$ cat src/rtl/sg_pkg.sv
package sg_pkg;
  localparam int WORD_W     = 32;
  localparam int BYTE_W     = 8;
  localparam int LANES      = WORD_W / BYTE_W;
  localparam int LANE_W     = $clog2(LANES);
  localparam int DESC_WORDS = 8;
  localparam int IDX_W      = $clog2(DESC_WORDS);

  // word offsets inside a descriptor; the fetch order follows them
  localparam logic [IDX_W-1:0] IDX_STATUS  = 3'd0;
  localparam logic [IDX_W-1:0] IDX_CTRL    = 3'd1;
  localparam logic [IDX_W-1:0] IDX_SRC_LO  = 3'd2;
  localparam logic [IDX_W-1:0] IDX_LINK_LO = 3'd6;
  localparam logic [IDX_W-1:0] IDX_LAST    = 3'd7;

  localparam int DONE_BIT = 31;
  localparam int EOP_BIT  = 30;

  typedef enum logic [2:0] {
    S_IDLE,
    S_FETCH,
    S_DECIDE,
    S_READ,
    S_SEND,
    S_WBACK
  } walk_state_t;
endpackage

$ cat src/rtl/sg_desc_store.sv
module sg_desc_store
  import sg_pkg::*;
#(
  parameter int PTR_W = 64,
  parameter int LEN_W = 26
) (
  input  logic              clk,
  input  logic              rst_n,
  input  logic              wr_en_i,
  input  logic [IDX_W-1:0]  wr_idx_i,
  input  logic [WORD_W-1:0] wr_data_i,
  output logic              done_o,
  output logic              eop_o,
  output logic [LEN_W-1:0]  len_m1_o,
  output logic [PTR_W-1:0]  src_addr_o,
  output logic [PTR_W-1:0]  link_addr_o
);
  localparam int PTR_WORDS = PTR_W / WORD_W;

  logic             done_q, eop_q;
  logic [LEN_W-1:0] len_q;
  logic [PTR_W-1:0] src_q, link_q;
  logic             status_en, ctrl_en;

  assign status_en = wr_en_i && (wr_idx_i == IDX_STATUS);
  assign ctrl_en   = wr_en_i && (wr_idx_i == IDX_CTRL);

  always_ff @(posedge clk or negedge rst_n) begin
    if (!rst_n) begin
      done_q <= 1'b0;
    end else if (status_en) begin
      done_q <= wr_data_i[DONE_BIT];
    end
  end

  always_ff @(posedge clk or negedge rst_n) begin
    if (!rst_n) begin
      eop_q <= 1'b0;
      len_q <= '0;
    end else if (ctrl_en) begin
      eop_q <= wr_data_i[EOP_BIT];
      len_q <= wr_data_i[LEN_W-1:0];
    end
  end

  // both 64-bit pointers are assembled word by word from consecutive slots
  always_ff @(posedge clk or negedge rst_n) begin
    if (!rst_n) begin
      src_q  <= '0;
      link_q <= '0;
    end else if (wr_en_i) begin
      for (int h = 0; h < PTR_WORDS; h++) begin
        if (wr_idx_i == IDX_W'(IDX_SRC_LO + h))  src_q[h*WORD_W +: WORD_W]  <= wr_data_i;
        if (wr_idx_i == IDX_W'(IDX_LINK_LO + h)) link_q[h*WORD_W +: WORD_W] <= wr_data_i;
      end
    end
  end

  assign done_o      = done_q;
  assign eop_o       = eop_q;
  assign len_m1_o    = len_q;
  assign src_addr_o  = src_q;
  assign link_addr_o = link_q;
endmodule

$ cat src/rtl/sg_stream_out.sv
module sg_stream_out
  import sg_pkg::*;
#(
  parameter int PTR_W = 64,
  parameter int LEN_W = 26,
  parameter int CNT_W = 27
) (
  input  logic              clk,
  input  logic              rst_n,
  input  logic              load_desc_i,
  input  logic [PTR_W-1:0]  src_addr_i,
  input  logic [LEN_W-1:0]  len_m1_i,
  input  logic              eop_i,
  input  logic              load_word_i,
  input  logic [WORD_W-1:0] word_i,
  input  logic              send_i,
  input  logic              tready_i,
  output logic [BYTE_W-1:0] tdata_o,
  output logic              tvalid_o,
  output logic              tlast_o,
  output logic              fire_o,
  output logic              last_byte_o,
  output logic              lane_end_o,
  output logic [PTR_W-3:0]  rd_word_addr_o,
  output logic [CNT_W-1:0]  sent_o
);
  logic [PTR_W-1:0]  src_q, src_d;
  logic [CNT_W-1:0]  remain_q, remain_d;
  logic [CNT_W-1:0]  sent_q, sent_d;
  logic [WORD_W-1:0] word_q;
  logic [BYTE_W-1:0] lane_byte [LANES];
  logic [LANE_W-1:0] lane;
  logic              ptr_en;

  for (genvar l = 0; l < LANES; l++) begin : g_lane
    assign lane_byte[l] = word_q[l*BYTE_W +: BYTE_W];
  end

  assign lane           = src_q[LANE_W-1:0];
  assign fire_o         = send_i && tready_i;
  assign tvalid_o       = send_i;
  assign tdata_o        = lane_byte[lane];
  assign last_byte_o    = (remain_q == CNT_W'(1));
  assign tlast_o        = eop_i && last_byte_o;
  assign lane_end_o     = (lane == {LANE_W{1'b1}});
  assign rd_word_addr_o = src_q[PTR_W-1:2];
  assign sent_o         = sent_q;
  assign ptr_en         = load_desc_i || fire_o;

  always_comb begin
    src_d    = src_q;
    remain_d = remain_q;
    sent_d   = sent_q;
    if (load_desc_i) begin
      src_d    = src_addr_i;
      remain_d = CNT_W'(len_m1_i) + CNT_W'(1);
      sent_d   = '0;
    end else if (fire_o) begin
      src_d    = src_q + PTR_W'(1);
      remain_d = remain_q - CNT_W'(1);
      sent_d   = sent_q + CNT_W'(1);
    end
  end

  always_ff @(posedge clk or negedge rst_n) begin
    if (!rst_n) begin
      src_q    <= '0;
      remain_q <= '0;
      sent_q   <= '0;
    end else if (ptr_en) begin
      src_q    <= src_d;
      remain_q <= remain_d;
      sent_q   <= sent_d;
    end
  end

  always_ff @(posedge clk or negedge rst_n) begin
    if (!rst_n) begin
      word_q <= '0;
    end else if (load_word_i) begin
      word_q <= word_i;
    end
  end

  assert_stall_hold_R7: assert property (@(posedge clk) disable iff (!rst_n)
    tvalid_o && !tready_i |=> tvalid_o && $stable(tdata_o) && $stable(tlast_o));

  assert_no_underrun_R4: assert property (@(posedge clk) disable iff (!rst_n)
    fire_o |-> remain_q != '0);
endmodule

$ cat src/rtl/sg_walk_ctrl.sv
module sg_walk_ctrl
  import sg_pkg::*;
#(
  parameter int PTR_W = 64,
  parameter int CNT_W = 27
) (
  input  logic              clk,
  input  logic              rst_n,
  input  logic              start_i,
  input  logic [PTR_W-1:0]  head_ptr_i,
  input  logic              mem_resp_i,
  input  logic              mem_err_i,
  input  logic              desc_done_i,
  input  logic [PTR_W-1:0]  link_addr_i,
  input  logic [PTR_W-3:0]  rd_word_addr_i,
  input  logic              fire_i,
  input  logic              last_byte_i,
  input  logic              lane_end_i,
  input  logic [CNT_W-1:0]  sent_i,
  output logic              mem_req_o,
  output logic              mem_we_o,
  output logic [PTR_W-3:0]  mem_addr_o,
  output logic [WORD_W-1:0] mem_wdata_o,
  output logic              desc_wr_o,
  output logic [IDX_W-1:0]  desc_idx_o,
  output logic              load_desc_o,
  output logic              load_word_o,
  output logic              send_o,
  output logic              busy_o,
  output logic              idle_o,
  output logic              error_o
);
  localparam int AW    = PTR_W - 2;
  localparam int PAD_W = WORD_W - 1 - CNT_W;

  walk_state_t      state_q, state_d;
  logic [IDX_W-1:0] widx_q, widx_d;
  logic [PTR_W-1:0] ptr_q, ptr_d;
  logic             err_q, err_d;
  logic [AW-1:0]    desc_base;

  assign desc_base = ptr_q[PTR_W-1:2];

  always_comb begin
    state_d     = state_q;
    widx_d      = widx_q;
    ptr_d       = ptr_q;
    err_d       = err_q;
    mem_req_o   = 1'b0;
    mem_we_o    = 1'b0;
    mem_addr_o  = desc_base;
    mem_wdata_o = {1'b1, {PAD_W{1'b0}}, sent_i};
    desc_wr_o   = 1'b0;
    load_desc_o = 1'b0;
    load_word_o = 1'b0;
    send_o      = 1'b0;
    unique case (state_q)
      S_IDLE: begin
        if (start_i) begin
          state_d = S_FETCH;
          ptr_d   = head_ptr_i;
          widx_d  = '0;
          err_d   = 1'b0;
        end
      end
      S_FETCH: begin
        mem_req_o  = 1'b1;
        mem_addr_o = desc_base + AW'(widx_q);
        if (mem_resp_i) begin
          if (mem_err_i) begin
            err_d   = 1'b1;
            state_d = S_IDLE;
          end else begin
            desc_wr_o = 1'b1;
            if (widx_q == IDX_LAST) state_d = S_DECIDE;
            else                    widx_d  = widx_q + IDX_W'(1);
          end
        end
      end
      S_DECIDE: begin
        if (desc_done_i) begin
          state_d = S_IDLE;
        end else begin
          load_desc_o = 1'b1;
          state_d     = S_READ;
        end
      end
      S_READ: begin
        mem_req_o  = 1'b1;
        mem_addr_o = rd_word_addr_i;
        if (mem_resp_i) begin
          if (mem_err_i) begin
            err_d   = 1'b1;
            state_d = S_IDLE;
          end else begin
            load_word_o = 1'b1;
            state_d     = S_SEND;
          end
        end
      end
      S_SEND: begin
        send_o = 1'b1;
        if (fire_i) begin
          if (last_byte_i)     state_d = S_WBACK;
          else if (lane_end_i) state_d = S_READ;
        end
      end
      S_WBACK: begin
        mem_req_o = 1'b1;
        mem_we_o  = 1'b1;
        if (mem_resp_i) begin
          if (mem_err_i) begin
            err_d   = 1'b1;
            state_d = S_IDLE;
          end else begin
            ptr_d   = link_addr_i;
            widx_d  = '0;
            state_d = S_FETCH;
          end
        end
      end
      default: state_d = S_IDLE;
    endcase
  end

  always_ff @(posedge clk or negedge rst_n) begin
    if (!rst_n) begin
      state_q <= S_IDLE;
      widx_q  <= '0;
      ptr_q   <= '0;
      err_q   <= 1'b0;
    end else begin
      state_q <= state_d;
      widx_q  <= widx_d;
      ptr_q   <= ptr_d;
      err_q   <= err_d;
    end
  end

  assign desc_idx_o = widx_q;
  assign idle_o     = (state_q == S_IDLE);
  assign busy_o     = !idle_o;
  assign error_o    = err_q;

  assert_req_hold_R12: assert property (@(posedge clk) disable iff (!rst_n)
    mem_req_o && !mem_resp_i |=> mem_req_o && $stable(mem_addr_o)
                                 && $stable(mem_we_o) && $stable(mem_wdata_o));

  assert_wb_done_flag_R8: assert property (@(posedge clk) disable iff (!rst_n)
    mem_req_o && mem_we_o |-> mem_wdata_o[DONE_BIT]);

  assert_err_abort_R11: assert property (@(posedge clk) disable iff (!rst_n)
    mem_req_o && mem_resp_i && mem_err_i |=> idle_o && error_o);

  assert_idle_quiet_R13: assert property (@(posedge clk) disable iff (!rst_n)
    idle_o |-> !mem_req_o && !send_o);

  assert_start_busy_R13: assert property (@(posedge clk) disable iff (!rst_n)
    idle_o && start_i |=> busy_o);
endmodule

$ cat src/rtl/sg_chain_engine.sv
module sg_chain_engine
  import sg_pkg::*;
#(
  parameter int PTR_W = 64,
  parameter int LEN_W = 26,
  parameter int CNT_W = 27
) (
  input  logic              clk,
  input  logic              rst_n,
  input  logic              start_i,
  input  logic [PTR_W-1:0]  head_ptr_i,
  output logic              mem_req_o,
  output logic              mem_we_o,
  output logic [PTR_W-3:0]  mem_addr_o,
  output logic [WORD_W-1:0] mem_wdata_o,
  input  logic              mem_resp_i,
  input  logic              mem_err_i,
  input  logic [WORD_W-1:0] mem_rdata_i,
  output logic              m_tvalid_o,
  input  logic              m_tready_i,
  output logic [BYTE_W-1:0] m_tdata_o,
  output logic              m_tlast_o,
  output logic              busy_o,
  output logic              idle_o,
  output logic              error_o
);
  logic             desc_wr, load_desc, load_word, send;
  logic [IDX_W-1:0] desc_idx;
  logic             desc_done, desc_eop;
  logic [LEN_W-1:0] desc_len_m1;
  logic [PTR_W-1:0] desc_src, desc_link;
  logic             fire, last_byte, lane_end;
  logic [PTR_W-3:0] rd_word_addr;
  logic [CNT_W-1:0] sent;

  sg_desc_store #(.PTR_W(PTR_W), .LEN_W(LEN_W)) u_store (
    .clk         (clk),
    .rst_n       (rst_n),
    .wr_en_i     (desc_wr),
    .wr_idx_i    (desc_idx),
    .wr_data_i   (mem_rdata_i),
    .done_o      (desc_done),
    .eop_o       (desc_eop),
    .len_m1_o    (desc_len_m1),
    .src_addr_o  (desc_src),
    .link_addr_o (desc_link)
  );

  sg_stream_out #(.PTR_W(PTR_W), .LEN_W(LEN_W), .CNT_W(CNT_W)) u_stream (
    .clk            (clk),
    .rst_n          (rst_n),
    .load_desc_i    (load_desc),
    .src_addr_i     (desc_src),
    .len_m1_i       (desc_len_m1),
    .eop_i          (desc_eop),
    .load_word_i    (load_word),
    .word_i         (mem_rdata_i),
    .send_i         (send),
    .tready_i       (m_tready_i),
    .tdata_o        (m_tdata_o),
    .tvalid_o       (m_tvalid_o),
    .tlast_o        (m_tlast_o),
    .fire_o         (fire),
    .last_byte_o    (last_byte),
    .lane_end_o     (lane_end),
    .rd_word_addr_o (rd_word_addr),
    .sent_o         (sent)
  );

  sg_walk_ctrl #(.PTR_W(PTR_W), .CNT_W(CNT_W)) u_ctrl (
    .clk            (clk),
    .rst_n          (rst_n),
    .start_i        (start_i),
    .head_ptr_i     (head_ptr_i),
    .mem_resp_i     (mem_resp_i),
    .mem_err_i      (mem_err_i),
    .desc_done_i    (desc_done),
    .link_addr_i    (desc_link),
    .rd_word_addr_i (rd_word_addr),
    .fire_i         (fire),
    .last_byte_i    (last_byte),
    .lane_end_i     (lane_end),
    .sent_i         (sent),
    .mem_req_o      (mem_req_o),
    .mem_we_o       (mem_we_o),
    .mem_addr_o     (mem_addr_o),
    .mem_wdata_o    (mem_wdata_o),
    .desc_wr_o      (desc_wr),
    .desc_idx_o     (desc_idx),
    .load_desc_o    (load_desc),
    .load_word_o    (load_word),
    .send_o         (send),
    .busy_o         (busy_o),
    .idle_o         (idle_o),
    .error_o        (error_o)
  );
endmodule

$ cat config.mk
export PLATFORM = sky130hd
export DESIGN_NAME = sg_chain_engine
export DESIGN_NICKNAME = d
export VERILOG_FILES = /design/src/rtl/sg_pkg.sv /design/src/rtl/sg_desc_store.sv /design/src/rtl/sg_stream_out.sv /design/src/rtl/sg_walk_ctrl.sv /design/src/rtl/sg_chain_engine.sv
export SDC_FILE = /design/constraint.sdc
export NUM_CORES = 1
export LEC_CHECK = 0
export BUFFER_PORTS_ARGS = -buffer_cell sky130_fd_sc_hd__buf_4
export CAP_MARGIN = 20
export CORE_ASPECT_RATIO = 1.4
export CORE_MARGIN = 5
export CORE_UTILIZATION = 60
export DETAILED_ROUTE_END_ITERATION = 16
export HOLD_SLACK_MARGIN = 0.08
export MAX_ROUTING_LAYER = met4
export PLACE_DENSITY = 0.81
export REMOVE_ABC_BUFFERS = 1
export SYNTH_ARGS = -nofsm -noshare
export SYNTH_HDL_FRONTEND = slang
export SYNTH_SLANG_ARGS = --single-unit
$ cat constraint.sdc
create_clock -name clk -period 3.8 [get_ports clk]
set_clock_uncertainty 0.2 [all_clocks]
set_input_delay 0.38 -clock clk [delete_from_list [all_inputs] [get_ports clk]]
set_output_delay 0.38 -clock clk [all_outputs]
set_load 0.1 [all_outputs]
-- After elaboration in Yosys (flattened, before gate mapping)
Cells that the tools add are included.
Widths: inputs -> output; s select.
- register bits: 377
- input port bits: 102
- output and inout bits: 109
- word-level logic and storage cells: 116
- add/subtract/negate cells: 6
- $lt $le $gt $ge: 1
- equality and inequality tests: 24
- mux-type cells: 47
- bitwise logic cells: 1
- reduce and logical (&&, ||, !) cells: 22
- operators with widths (kind ; count):
    $mux 64 ; 5
    $pmux 64 s2 ; 1
    $pmux 62 s2 ; 1
    $mux 27 ; 4
    $add 64x1->64 const B ; 1
    $add 62x3->62 ; 1
    $mux 3 ; 16
    $add 26x1->27 const B ; 1
    $add 27x1->27 const B ; 1
    $eq 27x1->1 const B ; 1
    $sub 27x1->27 const B ; 1
    $pmux 3 s6 ; 1
    $bmux 8 s2 ; 1
    $mux 8 ; 2
    $ne 2x2->1 const B ; 8
    $reduce_and 7->1 ; 2
    $mux 1 ; 13
    $eq 3x2->1 const B ; 4
    $eq 3x3->1 const B ; 4
    $reduce_and 2->1 ; 5
    $pmux 3 s3 ; 1
    $reduce_and 4->1 ; 2
    $eq 3x1->1 const B ; 2
    $logic_not 3->1 ; 2
    15 further kinds ; 21

-- Longest topological paths before layout
- depth after elaboration: 5
- depth in mapped cells: 10
- mapped depth without buffers: 9

-- Cells and area by module
A second synthesis with hierarchy kept.
- cells, all modules: 2114
- area, all modules: 21087.7 µm²
- by module, submodules not included (module ; instances ; cells each ; area each (µm²) ; sequential area each (µm²)):
    sg_stream_out ; 1 ; 972 ; 9058.7 ; 3753.6
    sg_walk_ctrl ; 1 ; 808 ; 6199.7 ; 1726.7
    sg_desc_store ; 1 ; 334 ; 5829.3 ; 3903.7

-- Least setup slack after synthesis
OpenSTA, ideal clock, no wires.
- kind: register to output
- start: register u_ctrl.widx_q[0] (netlist: u_ctrl.desc_idx_o[0])
- end: output port mem_addr_o[48]
- arrival: 4.557 ns
- required time: 3.220 ns
- path slack: -1.337 ns
- cell stages (with the launch flop): 10
- path buffers: 0
- path through: dfrtp_1 -> ha_1 -> inv_1 -> fa_1 -> nor2b_1 -> o2111a_1 -> nand4_1 -> nor4_2 -> a311oi_1 -> a311oi_1
- cells in the longest elaborated chain, start to end: 2
- RTL lines (element ; line ; RTL):
    start: declaration ; sg_walk_ctrl.sv:37 ; logic [IDX_W-1:0] widx_q, widx_d;
    start signal: assignment ; sg_walk_ctrl.sv:134 ; widx_q <= widx_d;
    $add 62x3->62 ; sg_walk_ctrl.sv:68 ; mem_addr_o = desc_base + AW'(widx_q);
    $pmux 62 s2 ; sg_walk_ctrl.sv:57 ; unique case (state_q)
    end: declaration ; sg_chain_engine.sv:14 ; output logic [PTR_W-3:0] mem_addr_o,
No other way between the ends.

-- Worst setup path after layout
- start: register u_ctrl.ptr_q[26]
- end: output port mem_addr_o[50]
- cells in the longest elaborated chain, start to end: 2
- RTL lines (element ; line ; RTL):
    start: declaration ; sg_walk_ctrl.sv:38 ; logic [PTR_W-1:0] ptr_q, ptr_d;
    start signal: assignment ; sg_walk_ctrl.sv:135 ; ptr_q <= ptr_d;
    $add 62x3->62 ; sg_walk_ctrl.sv:68 ;
    $pmux 62 s2 ; sg_walk_ctrl.sv:57 ;
No other way between the ends.

==> results.yml <==
synth:
  synth_top_cell_area_share: 0.461
  synth_flop_cell: "dfrtp_1"
  yosysMostFrequentCell: "dfrtp_1"
  synth-async-reset-ratio: 1.00
  synth_area_leaders: "dfrtp_1 46%, mux2_2 10%, nand2_1 4.2%"
  synth_cell_types: 75
  synth.top_cells.by_count: "373 x dfrtp_1, 227 x nand2_1, 188 x mux2_2, 158 x o21ai_0, 115 x a21oi_1"
  avgSynthCellArea_um2: 9.74
  ys_seq_area_frac: 0.461
  synth_area_mm2: 0.0202
  yosys_warnings: 0
  synth-seq-cells: 373
  yosysTopAreaCell: "dfrtp_1"
  synth_edf_count: 0
  synthCells: 2079
sta:
  worst_slack_ns: -0.0976
  finalSetupViolations: 2
  slew_viol_final: 0
  tightestPinTransition_ns: 0.767
  final_hold_viol_count: 0
  period_minus_slack_ns: 3.90
  rsz0062_at_grt: "yes"
  timing.final.crit_share: 1.03
  maxSlewHeadroom: 0.488
  fmax_ghz: 0.257
worst_setup_path:
  crit_start: "u_ctrl.ptr_q[26]$_DFFE_PN0P_"
  reg2reg_from: "u_ctrl.state_q[1]$_DFFE_PN0P_"
  critical-path-max-stage-delay_ns: 0.70
  slowest_stage: "dfrtp_1"
  cp.depth: 8
  cp_cell_sequence: "inv_1 -> nor4_1 -> nand4_1 -> nor4_2 -> buf_4 -> a41oi_2 -> a311oi_2 -> buf_6"
  crit_buf_inv: 3
  r2r-end: "u_stream.sent_o[21]$_DFFE_PN0P_"
  crit_path_max_fanout: 9
  crit_family: "simple AND/OR/NAND/NOR gates"
  critical_path_class: "flop to primary output"
  ff2ff_path_depth: 6
  worstPathRequired_ns: 3.22
  cp-start-kind: "flop"
  critPathArrivalTime_ns: 3.32
  endpoint: "mem_addr_o[50]"
  cp-end-kind: "primary output"
  reg2reg_slack_ns: 0.50
global_route:
  grt-ovfl-total: 0
  grt.total_usage: 0.382
  grt_pass1_wl_mm: 107
  grt_antenna_before_repair: 1
  grt_start_max_net_pins: 125
  grt_pass1_vias: 18784
die:
  start_util: 0.608
  fp.dieH_um: 227
  die_w_um: 165
  ios: 211
  fp.coreArea_mm2: 0.0333
  dieArea_mm2: 0.0376
  rows: 79
pwr:
  peakVddDrop_uv: 1110
  p_per_area_mw_per_mm2: 885
  leakage_nw: 11.7
cts:
  cts_tree: "done"
  clkLatencyLatePin_ns: 0.55
  cts.path.max_buffers: 3
  htreeDepth: 2
  numCtsBuffers: 38
  numClockSinks: 373
  cts_root_buffer: "clkbuf_16"
  clk_pin_slew_worst_paths_ns: 0.06
status:
  status: "finished, violations left"
  violations: "negative setup slack"
placement:
  io_buffers: 203
  gp_congestion: 0.996
  dp_hpwl_mm: 48.4
  placed_area_mm2: 0.0226
  place_ws_ns: 0.172
job:
  cap_violations: 0
cells_and_area:
  finish.instance_area_mm2: 0.0253
  layout.nets: 2506
  syn_to_final_growth_pct: 25.1
  fin_util: 0.760
  drive_gt1_frac: 0.257
route:
  drt_iter0_markers: 1814
  wirelength_mm: 70.4
  drcViolationCount: 0
  ant_nets: 0
  wire_per_inst_um: 24.6
  vias: 18847
  vias_per_cell: 6.58
  drtPass1Iterations: 6
hold_path:
  hold_class: "primary input to asynchronous set/reset pin"
[worst min-delay path by stage]
stage / end / startpoint
after floorplan: u_ctrl.desc_idx_o[0]$_DFFE_PN0P_ / rst_n
after global placement: u_stream.sent_o[21]$_DFFE_PN0P_ / rst_n
after detailed placement: u_stream.sent_o[21]$_DFFE_PN0P_ / rst_n
after CTS: u_stream.sent_o[1]$_DFFE_PN0P_ / m_tready_i
after global routing: u_stream.src_q[29]$_DFFE_PN0P_ / m_tready_i
final: u_stream.sent_o[21]$_DFFE_PN0P_ / rst_n
[stage by stage]
stage	hold WS, ns	total power [W]	std cells	TNS [ns]
3_3_place_gp	0.235	0.0176	2684	0
5_1_grt	0.263	0.0233	2864	-0.732
3_5_place_dp	0.223	0.0178	2684	0
2_1_floorplan	-0.116	0.0146	1953	-1024.14
6_report	0.212	0.0224	2865	-0.133
4_1_cts	0.238	0.0220	2857	-0.138
[sequential cells by signal (all words and copies together) (netlist names)]
register	cells
u_stream.src_q	64
u_ctrl.state_q	3
u_store.len_m1_o	26
u_store.done_o	1
u_stream.word_q	32
u_ctrl.ptr_q	62
u_ctrl.error_o	1
u_ctrl.desc_idx_o	3
u_stream.sent_o	27
u_store.link_addr_o	62
u_store.eop_o	1
u_stream.remain_q	27
u_store.src_addr_o	64
[worst reg2reg max path, delay by kind of cell (launching register included)]
family | cells | cell delay (ns)
AND/OR/NAND/NOR | 4 | 1.78
AO/OA/AOI/OAI | 2 | 0.59
flip-flops | 1 | 0.65
[cells by family after synthesis]
kind of cell | share of synthesized area
xor+xnor | 0.0303
other cells | 0.000371
buf+inv | 0.0313
flops | 0.461
compound gates | 0.127
fa+ha+maj | 0.00964
simple gates | 0.189
mux | 0.151
[power breakdown]
| part | switching [W] | internal [W] | leakage [nW] |
|---|---|---|---|
| Clock | 0.00164 | 0.00230 | 0.629 |
| Sequential | 0.00154 | 0.00522 | 4.92 |
| Combinational | 0.00836 | 0.00334 | 6.17 |
| Total | 0.0115 | 0.0109 | 11.7 |
[final cells by class]
cell class                      instances  area [um2]
Multi-Input combinational cell       1549       10500
Sequential cell                       373        9340
Fill cell                            2184        7980
Timing Repair Buffer                  396        3470
Clock buffer                           51        1050
Tap cell                              445         557
Clock inverter                         18         245
Inverter                               31         116
Antenna cell                            2        5.00
[layout by cell type (no fill, tap or decap), drive strengths merged, types with 51 or more instances in the layout]
master	n
o21ai	159
dlygate4sd3	100
clkbuf	51
nand3	109
dfrtp	373
nand2	227
nand4	69
mux2	188
a21oi	115
mux2i	75
nor2	113
buf	296
[metal layers]
metal  vias up  routed length, um  global-route usage
met2       999              35000               0.627
met5         -                  0                   -
met4         0               5340               0.237
met3       334               5290              0.0496
li1       8253                  -                   -
met1      9261              24800               0.445
[repair_timing]
action / in CTS / in global routing
hold buffers: 100 / 0
setup buffers: 4 / 5
pin swaps: 3 / 11
resized for setup: 30 / 53
endpoints found under the setup margin: 31 / 29
endpoints found under the hold margin: 333 / 0
Power figures use the tool's default switching activity.
